**config.mk**
```make
export PLATFORM = sky130hd
export DESIGN_NAME = fp_minmax_unit
export DESIGN_NICKNAME = d
export VERILOG_FILES = /design/src/rtl/fmm_pkg.sv /design/src/rtl/fmm_classify.sv /design/src/rtl/fmm_order.sv /design/src/rtl/fmm_select.sv /design/src/rtl/fmm_status.sv /design/src/rtl/fp_minmax_unit.sv
export SDC_FILE = /design/constraint.sdc
export NUM_CORES = 1
export LEC_CHECK = 0
export BUFFER_PORTS_ARGS = -buffer_cell sky130_fd_sc_hd__buf_2
export CAP_MARGIN = 20
export CORE_UTILIZATION = 54
export DETAILED_ROUTE_END_ITERATION = 16
export PLACE_DENSITY = 0.83
export SYNTH_ARGS = -nofsm -noshare
export SYNTH_HDL_FRONTEND = slang
export SYNTH_SLANG_ARGS = --single-unit
```
**constraint.sdc**
```tcl
create_clock -name clk_i -period 1.11 [get_ports clk_i]
set_input_delay 0.111 -clock clk_i [delete_from_list [all_inputs] [get_ports clk_i]]
set_output_delay 0.111 -clock clk_i [all_outputs]
set_load 0.02 [all_outputs]
```
**src/rtl/fmm_pkg.sv**
```systemverilog
package fmm_pkg;
  localparam int FP_W  = 64;
  localparam int EXP_W = 11;
  localparam int MAN_W = 52;

  typedef enum logic [1:0] {
    POL_NUM08  = 2'b00,
    POL_PROP19 = 2'b01,
    POL_NUM19  = 2'b10,
    POL_CSTYLE = 2'b11
  } nan_pol_e;

  typedef struct packed {
    logic     is_max;
    logic     is_mag;
    nan_pol_e pol;
  } mode_t;

  typedef struct packed {
    logic nan;
    logic snan;
    logic zero;
  } cls_t;
endpackage

```
**src/rtl/fmm_classify.sv**
```systemverilog
module fmm_classify #(
  parameter int EXP_W = 11,
  parameter int MAN_W = 52,
  localparam int W = EXP_W + MAN_W + 1
) (
  input  logic [W-1:0]   op_i,
  output fmm_pkg::cls_t  cls_o,
  output logic [W-1:0]   quiet_o
);
  logic [EXP_W-1:0] exp_f;
  logic [MAN_W-1:0] man_f;

  assign exp_f = op_i[W-2 -: EXP_W];
  assign man_f = op_i[MAN_W-1:0];

  always_comb begin
    cls_o.nan  = (&exp_f) && (|man_f);
    cls_o.snan = cls_o.nan && !man_f[MAN_W-1];
    cls_o.zero = ~|op_i[W-2:0];
    quiet_o    = op_i;
    quiet_o[MAN_W-1] = 1'b1;
  end
endmodule

```
**src/rtl/fmm_order.sv**
```systemverilog
module fmm_order #(
  parameter int W = 64
) (
  input  logic [W-1:0] a_i,
  input  logic [W-1:0] b_i,
  input  logic         is_max_i,
  input  logic         is_mag_i,
  output logic         pick_a_o
);
  // sign-magnitude -> monotonic unsigned key
  function automatic logic [W-1:0] to_key(input logic [W-1:0] x);
    return x[W-1] ? ~x : {1'b1, x[W-2:0]};
  endfunction

  logic [W-1:0] abs_a, abs_b, ka, kb;
  logic         use_abs, lt, gt;

  always_comb begin
    abs_a   = {1'b0, a_i[W-2:0]};
    abs_b   = {1'b0, b_i[W-2:0]};
    use_abs = is_mag_i && (abs_a != abs_b);
    ka      = to_key(use_abs ? abs_a : a_i);
    kb      = to_key(use_abs ? abs_b : b_i);
    lt      = ka < kb;
    gt      = ka > kb;
    pick_a_o = is_max_i ? gt : lt;
  end
endmodule

```
**src/rtl/fmm_select.sv**
```systemverilog
module fmm_select #(
  parameter int W = 64
) (
  input  logic [W-1:0]   a_i,
  input  logic [W-1:0]   b_i,
  input  logic [W-1:0]   qa_i,
  input  logic [W-1:0]   qb_i,
  input  fmm_pkg::cls_t  ca_i,
  input  fmm_pkg::cls_t  cb_i,
  input  fmm_pkg::mode_t mode_i,
  input  logic           pick_a_i,
  output logic [W-1:0]   res_o
);
  import fmm_pkg::*;

  logic both_zero;
  logic [W-1:0] ordered;

  always_comb begin
    both_zero = ca_i.zero && cb_i.zero;
    ordered   = pick_a_i ? a_i : b_i;
    if (both_zero)
      ordered = mode_i.is_max ? (a_i & b_i) : (a_i | b_i);
    res_o = ordered;
    unique case (mode_i.pol)
      POL_NUM08: begin
        if (ca_i.snan)                 res_o = qa_i;
        else if (cb_i.snan)            res_o = qb_i;
        else if (ca_i.nan && cb_i.nan) res_o = qa_i;
        else if (ca_i.nan)             res_o = b_i;
        else if (cb_i.nan)             res_o = a_i;
      end
      POL_PROP19: begin
        if (ca_i.nan)      res_o = qa_i;
        else if (cb_i.nan) res_o = qb_i;
      end
      POL_NUM19: begin
        if (ca_i.nan && cb_i.nan) res_o = qa_i;
        else if (ca_i.nan)        res_o = b_i;
        else if (cb_i.nan)        res_o = a_i;
      end
      POL_CSTYLE: begin
        if (ca_i.nan || cb_i.nan || both_zero) res_o = b_i;
      end
      default: res_o = ordered;
    endcase
  end
endmodule

```
**src/rtl/fmm_status.sv**
```systemverilog
module fmm_status (
  input  logic       snan_i,
  input  logic       fx_i,
  input  logic       vxsnan_i,
  input  logic       vx_other_i,
  input  logic       fex_other_i,
  input  logic       ox_i,
  input  logic       ve_i,
  output logic       fx_o,
  output logic       vxsnan_o,
  output logic       wr_en_o,
  output logic       trap_o,
  output logic [3:0] cr_o
);
  logic vx, fex;

  always_comb begin
    vxsnan_o = vxsnan_i | snan_i;
    fx_o     = fx_i | (snan_i & ~vxsnan_i);
    vx       = vxsnan_o | vx_other_i;
    fex      = fex_other_i | (vx & ve_i);
    wr_en_o  = ~ve_i | ~snan_i;
    trap_o   = ve_i & snan_i;
    cr_o     = {fx_o, fex, vx, ox_i};
  end
endmodule

```
**src/rtl/fp_minmax_unit.sv**
```systemverilog
module fp_minmax_unit #(
  parameter int EXP_W = fmm_pkg::EXP_W,
  parameter int MAN_W = fmm_pkg::MAN_W,
  localparam int W = EXP_W + MAN_W + 1
) (
  input  logic         clk_i,
  input  logic         rst_ni,
  input  logic         valid_i,
  input  logic [W-1:0] a_i,
  input  logic [W-1:0] b_i,
  input  logic [3:0]   mode_i,
  input  logic         fx_i,
  input  logic         vxsnan_i,
  input  logic         vx_other_i,
  input  logic         fex_other_i,
  input  logic         ox_i,
  input  logic         ve_i,
  output logic         valid_o,
  output logic [W-1:0] result_o,
  output logic         snan_o,
  output logic         wr_en_o,
  output logic         trap_o,
  output logic         fx_o,
  output logic         vxsnan_o,
  output logic [3:0]   cr_o
);
  import fmm_pkg::*;

  mode_t        mode;
  cls_t         cls [2];
  logic [W-1:0] opnd [2];
  logic [W-1:0] quiet [2];
  logic         pick_a, snan_c, fx_c, vxs_c, wr_c, trap_c;
  logic [3:0]   cr_c;
  logic [W-1:0] res_c;
  logic         wr_q, trap_q;

  assign mode    = mode_t'(mode_i);
  assign opnd[0] = a_i;
  assign opnd[1] = b_i;

  for (genvar i = 0; i < 2; i++) begin : g_cls
    fmm_classify #(.EXP_W(EXP_W), .MAN_W(MAN_W)) u_cls (
      .op_i(opnd[i]), .cls_o(cls[i]), .quiet_o(quiet[i])
    );
  end

  fmm_order #(.W(W)) u_order (
    .a_i(a_i), .b_i(b_i), .is_max_i(mode.is_max), .is_mag_i(mode.is_mag),
    .pick_a_o(pick_a)
  );

  fmm_select #(.W(W)) u_sel (
    .a_i(a_i), .b_i(b_i), .qa_i(quiet[0]), .qb_i(quiet[1]),
    .ca_i(cls[0]), .cb_i(cls[1]), .mode_i(mode), .pick_a_i(pick_a),
    .res_o(res_c)
  );

  assign snan_c = cls[0].snan | cls[1].snan;

  fmm_status u_stat (
    .snan_i(snan_c), .fx_i(fx_i), .vxsnan_i(vxsnan_i), .vx_other_i(vx_other_i),
    .fex_other_i(fex_other_i), .ox_i(ox_i), .ve_i(ve_i),
    .fx_o(fx_c), .vxsnan_o(vxs_c), .wr_en_o(wr_c), .trap_o(trap_c), .cr_o(cr_c)
  );

  always_ff @(posedge clk_i or negedge rst_ni) begin
    if (!rst_ni) begin
      valid_o  <= 1'b0;
      result_o <= '0;
      snan_o   <= 1'b0;
      wr_q     <= 1'b0;
      trap_q   <= 1'b0;
      fx_o     <= 1'b0;
      vxsnan_o <= 1'b0;
      cr_o     <= '0;
    end else begin
      valid_o <= valid_i;
      if (valid_i) begin
        result_o <= res_c;
        snan_o   <= snan_c;
        wr_q     <= wr_c;
        trap_q   <= trap_c;
        fx_o     <= fx_c;
        vxsnan_o <= vxs_c;
        cr_o     <= cr_c;
      end
    end
  end

  assign wr_en_o = wr_q & valid_o;
  assign trap_o  = trap_q & valid_o;

  a_r1_latency: assert property (@(posedge clk_i) disable iff (!rst_ni)
    valid_i |=> valid_o);
  a_r1_idle: assert property (@(posedge clk_i) disable iff (!rst_ni)
    !valid_i |=> !valid_o);
  a_r10_snan_sticky: assert property (@(posedge clk_i) disable iff (!rst_ni)
    (valid_o && snan_o) |-> vxsnan_o);
  a_r11_exclusive: assert property (@(posedge clk_i) disable iff (!rst_ni)
    !(wr_en_o && trap_o));
  a_r11_clean_writes: assert property (@(posedge clk_i) disable iff (!rst_ni)
    (valid_o && !snan_o) |-> wr_en_o);
  a_r12_fx_bit: assert property (@(posedge clk_i) disable iff (!rst_ni)
    valid_o |-> (cr_o[3] == fx_o));
endmodule

```
==> results of run 1 <==
per-stage QoR:
stage,hold WS (ps),setup TNS (ps)
after floorplan,-184.6,-206550
after global placement,183.5,-270450
after detailed placement,190.8,-281430
after CTS,23.32,-222260
metal layers:
metal / track usage / overflow
met1: 0.8230 / 1
met2: 0.9371 / 47
met3: 0.7096 / 0
met4: 0.7927 / 43
met5: 0.4191 / 0
kinds of logic after synthesis:
kind of cell / after synthesis / share of synthesized area
AOI/OAI and AO/OA: 733 / 0.3654
and+or+nand+nor: 522 / 0.1683
buffers and inverters: 365 / 0.09777
adders and majority gates: 191 / 0.1625
xor gates and xnor gates: 126 / 0.07512
DFF: 73 / 0.1243
muxes: 8 / 0.006557
timing repair:
action	4_1_cts
setup endpoints to repair	73
pin swaps	74
buffers inserted	35
hold buffers	2
resized for setup	227
endpoints found under the hold margin	74
cloned	10
==> reports/summary.log, run 1 <==
[cts] H-tree levels 3
[place] instance count after placement with tap cells included 2761
[synthesis] post-synthesis average cell area 7.280 um^2
[timing] grt repair worst endpoint result_o[59]$_DFFE_PN0P_/D
[synthesis] fraction of post-synthesis cell area in the top cell type by area 0.1618
[cts] number of sinks on the clock net 73
[synthesis] most used standard cells in the synthesized netlist sky130_fd_sc_hd__nand2_1 (264), sky130_fd_sc_hd__ha_1 (190), sky130_fd_sc_hd__clkbuf_1 (172)
[synthesis] net count after synthesis 2349
[run_status] status stopped before the end
[cts] clock root buffer sky130_fd_sc_hd__clkbuf_16
[place] Place WS -4361 ps
[cts] Clock Path Buffers 2
[place] placed cell areas 19420 um^2
[synthesis] yosys synthesis warning count 0
[synthesis] share of async-settable or async-resettable flops after synthesis 1.000
[synthesis] largest area contributor in the netlist sky130_fd_sc_hd__ha_1
[run_status] Failed at global routing (5_1_grt)
[run_status] tool error [ERROR GRT-0232] Routing congestion too high. Check the congestion heatmap in the GUI.
[die] top-level port count 215
[synthesis] portion of the post-synthesis area used by sequential elements 0.1243
[place] last weighted congestion value of the routability-driven placer 1.027
[synthesis] post-synthesis sequential element count 73
[place] count of buffers inserted at the top-level ports 214
[synthesis] number of distinct library cell variants in the gate-level netlist after synthesis 71
[place] estimated wirelength of the detail-placed design 46590 um
[die] starting utilization of the core area 0.5482
[die] Die X-Extent 166.9 um
[global_route] overall global routing resource usage 0.8149
[synthesis] main area contributors after synthesis sky130_fd_sc_hd__ha_1 (16%), sky130_fd_sc_hd__dfrtp_1 (12%), sky130_fd_sc_hd__xnor2_1 (7.5%)
[die] number of rows created at floorplan 60
[synthesis] gate count after technology mapping 2018
[cts] CTS Buf Count 9
[synthesis] most frequent cell after synthesis sky130_fd_sc_hd__nand2_1
[die] height of the chip 166.9 um
[synthesis] commonest register cell after synthesis sky130_fd_sc_hd__dfrtp_1
[synthesis] Post-synth EDFFs 0
[global_route] pin count of the biggest net entering global routing 74
[timing] kind of the worst endpoint register input
[synthesis] Syn Std Cell Area 14690 um^2
[global_route] total global routing overflow 91
==> run 2: changes to the inputs <==
Settings changed: CORE_UTILIZATION 54 to 39, PLACE_DENSITY 0.83 to unset, PLACE_DENSITY_LB_ADDON set to 0.15.
==> reports/summary.log, run 2 <==
[run_status] status finished, violations left [was stopped before the end]
[run_status] violations in the final reports negative setup slack
[cts] clock root buffer sky130_fd_sc_hd__clkbuf_16 [unchanged]
[worst_setup_path] launching instance or port of the critical path b_i[9]
[global_route] total global routing overflow 0
[worst_setup_path] slowest cell on the critical path sky130_fd_sc_hd__nor4_4
[synthesis] portion of the post-synthesis area used by sequential elements 0.1243 [unchanged]
[cts] clock-pin slew on the worst setup and hold paths 70 ps
[synthesis] largest area contributor in the netlist sky130_fd_sc_hd__ha_1 [unchanged]
[die] Die X-Extent 196.1 um [was 166.9 um]
[worst_setup_path] Worst setup endpoint result_o[58]
[global_route] overall global routing resource usage 0.3693
[timing] worst setup skew after layout 0 ps
[die] die footprint 38450 um^2
[timing] highest achievable clock rate 206.7 MHz
[place] last weighted congestion value of the routability-driven placer 0.9835 [was 1.027]
[die] number of rows created at floorplan 70 [was 60]
[finish] nets 2844
[worst_setup_path] cell type group with the largest total delay on the critical path buffers and inverters
[die] height of the chip 196.1 um [was 166.9 um]
[power] Final Total Pwr 20.22 mW
[global_route] vias in the first global route 18.79k
[synthesis] post-synthesis sequential element count 73 [unchanged]
[timing] final count of hold timing violations 0
[synthesis] post-synthesis average cell area 7.280 um^2 [unchanged]
[route] final wirelength 75160 um
[synthesis] most used standard cells in the synthesized netlist sky130_fd_sc_hd__nand2_1 (264), sky130_fd_sc_hd__ha_1 (190), sky130_fd_sc_hd__clkbuf_1 (172) [unchanged]
[cts] number of sinks on the clock net 73 [unchanged]
[finish] commonest non-fill, non-tap cell in the layout sky130_fd_sc_hd__buf_4
[timing] final setup violation count 76
[finish] commonest cells after routing, fill and taps aside sky130_fd_sc_hd__buf_4 (370), sky130_fd_sc_hd__nand2_1 (191), sky130_fd_sc_hd__buf_2 (189)
[timing] Worst-Margin Slew 486.5 ps
[synthesis] gate count after technology mapping 2018 [unchanged]
[synthesis] yosys synthesis warning count 0 [unchanged]
[worst_setup_path] flop2flop setup slack 10 ps
[cts] Worst-Skew Late Latency 390 ps
[worst_setup_path] cell count along the critical path 27
[synthesis] fraction of post-synthesis cell area in the top cell type by area 0.1618 [unchanged]
[die] top-level port count 215 [unchanged]
[synthesis] Post-synth EDFFs 0 [unchanged]
[route] antenna-violating nets left 0
[die] Std-Cell Core Area 36870 um^2
[finish] layout cell share with drive strength beyond 1 0.4313
[route] average detailed-routed wire length per instance 24.87 um
[worst_setup_path] Reg-to-Reg End result_o[63]
[cts] CTS tree done
[finish] Layout Cells excl Fill 3022
[timing] final setup slack of the worst path -3728 ps
[power] maximum ir drop on the vdd rail 851.8 uV
[timing] post-route setup TNS -241990 ps
[route] detailed-router iteration count before antenna repair 6
[power] Pwr per Cell Area 875.8 nW/um^2
[route] post-DR vias/cell 6.520
[worst_setup_path] most repeated library cell on the critical path sky130_fd_sc_hd__buf_6
[finish] diode insertion count for antenna repair 0
[worst_setup_path] type of element launching the critical path primary input
[synthesis] Syn Std Cell Area 14690 um^2 [unchanged]
[power] standby leakage power 9.836 nW
[finish] largest reg by FF count result_o
[timing] fin. max-slew vios 0
[route] via count 19.70k
[synthesis] share of async-settable or async-resettable flops after synthesis 1.000 [unchanged]
[route] DRT iter0 DRCs 2520
[finish] fillcell total 3135
[place] instance count after placement with tap cells included 2943 [was 2761]
[global_route] first-pass GRT wire length 110000 um
[finish] Area Overhead vs Synth 57.10%
[hold_path] worst hold path type in2reg
[die] starting utilization of the core area 0.3984 [was 0.5482]
[cts] CTS Buf Count 9 [unchanged]
[worst_setup_path] delay of the slowest cell on the worst path 350 ps
[worst_setup_path] maximum fanout along the worst path 6
[synthesis] commonest register cell after synthesis sky130_fd_sc_hd__dfrtp_1 [unchanged]
[synthesis] net count after synthesis 2349 [unchanged]
[synthesis] number of distinct library cell variants in the gate-level netlist after synthesis 71 [unchanged]
[synthesis] main area contributors after synthesis sky130_fd_sc_hd__ha_1 (16%), sky130_fd_sc_hd__dfrtp_1 (12%), sky130_fd_sc_hd__xnor2_1 (7.5%) [unchanged]
[place] count of buffers inserted at the top-level ports 214 [unchanged]
[finish] number of flip-flops in the largest register 64
[synthesis] most frequent cell after synthesis sky130_fd_sc_hd__nand2_1 [unchanged]
[timing] Max transition margin 0.6723
[route] residual DRC count 0
[worst_setup_path] depth of the worst register-to-register path 4
[worst_setup_path] critical register-to-register path startpoint result_o[63]
[worst_setup_path] Worst Setup Path Type in2reg
[flow_run] number of max-cap violations 0
[finish] Top Registers result_o x64, cr_o x3
[timing] unrepaired setup endpoints after global routing true
[worst_setup_path] crit path capture type flop
[place] estimated wirelength of the detail-placed design 50470 um [was 46590 um]
[global_route] pin count of the biggest net entering global routing 64
[worst_setup_path] worst path buffer plus inverter count 11
[cts] Clock Path Buffers 2 [unchanged]
[worst_setup_path] Req. time, crit path 1410 ps
[cts] H-tree levels 3 [unchanged]
[timing] share of the cycle needed by the critical path after routing 4.358
[timing] post-layout minimum cycle time 4838 ps
[global_route] antenna violations before repair 1
[worst_setup_path] arrival time of data at the critical path endpoint 5140 ps
-- run 2: cell counts after synthesis --
No cell type changed its count.
-- run 2: worst register-to-register path: stages (launching register included) --
cell and delay, ps:
sky130_fd_sc_hd__dfrtp_2 440, sky130_fd_sc_hd__buf_4 140, sky130_fd_sc_hd__nor2_1 40, sky130_fd_sc_hd__a221o_1 280, sky130_fd_sc_hd__a31oi_1 140
-- run 2: worst min-delay path by stage --
stage,startpoint,end,slack [ps],cells after the start
2_1_floorplan,rst_ni,cr_o[0],-180,0
3_3_place_gp,rst_ni,cr_o[1],-50,1
3_5_place_dp,rst_ni,cr_o[1],-50,1
4_1_cts,vxsnan_i,vxsnan_o,5,3
5_1_grt,fx_i,fx_o,30,3
6_report,fx_i,fx_o,2,3
-- run 2: metal layers --
metal / wire (um) / GRT usage / vias up / share of wire
li1: - / - / 8684 / -
met1: 29770 / 0.4874 / 9368 / 0.40
met2: 33150 / 0.5807 / 1357 / 0.44
met3: 8244 / 0.05501 / 293 / 0.11
met4: 3991 / 0.1939 / 2 / 0.053
met5: 10 / 0 / - / 0.00013
-- run 2: kinds of logic (layout without fill, tap and decap cells) --
family | Yosys count | count (layout) | share of synthesized area
buffers and inverters | 365 | 865 | 0.09777
multiplexers | 8 | 8 | 0.006557
adder cells (fa/ha/maj) | 191 | 191 | 0.1625
AO/OA/AOI/OAI | 733 | 733 | 0.3654
flip-flops | 73 | 73 | 0.1243
XOR/XNOR | 126 | 126 | 0.07512
AND/OR/NAND/NOR | 522 | 522 | 0.1683
-- run 2: cell type report --
type | count | area (um^2) | share of cell area
Multi-Input combinational cell | 1580 | 13320 | 0.5772
Clock buffer | 10 | 239.0 | 0.01035
Clock inverter | 6 | 91.34 | 0.003957
Timing Repair Buffer | 713 | 6426 | 0.2784
Sequential cell | 73 | 1831 | 0.07931
Inverter | 136 | 541.8 | 0.02347
Tap cell | 504 | 630.6 | 0.02732
-- run 2: metrics by stage --
stage | hold slack, ps | cell area [um^2] | util | worst slack [ps]
CTS | 4.618 | 21970 | 0.5959 | -3510
global route | 28.93 | 23080 | 0.6260 | -3866
floorplan | -184.6 | 15770 | - | -3181
global placement | -51.80 | 19820 | 0.5374 | -4390
finish | 2.247 | 23080 | 0.6260 | -3728
detailed placement | -53.22 | 19820 | 0.5374 | -4482
-- run 2: where the power goes --
group,switching (mW),total (mW),internal (mW)
sequential,0.354,3.47,3.11
combinational,7.09,13.1,6.03
clock,1.60,3.64,2.04
-- run 2: repair_timing --
item | 4_1_cts | 5_1_grt
cloned | 11 | 11
hold buffers | 3 | 0
hold endpoints to repair | 75 | 0
pin swaps | 122 | 109
buffers inserted | 33 | 17
resized for setup | 269 | 172
setup endpoints to repair | 78 | 77
No activity file was read; power rests on OpenSTA's default activity.
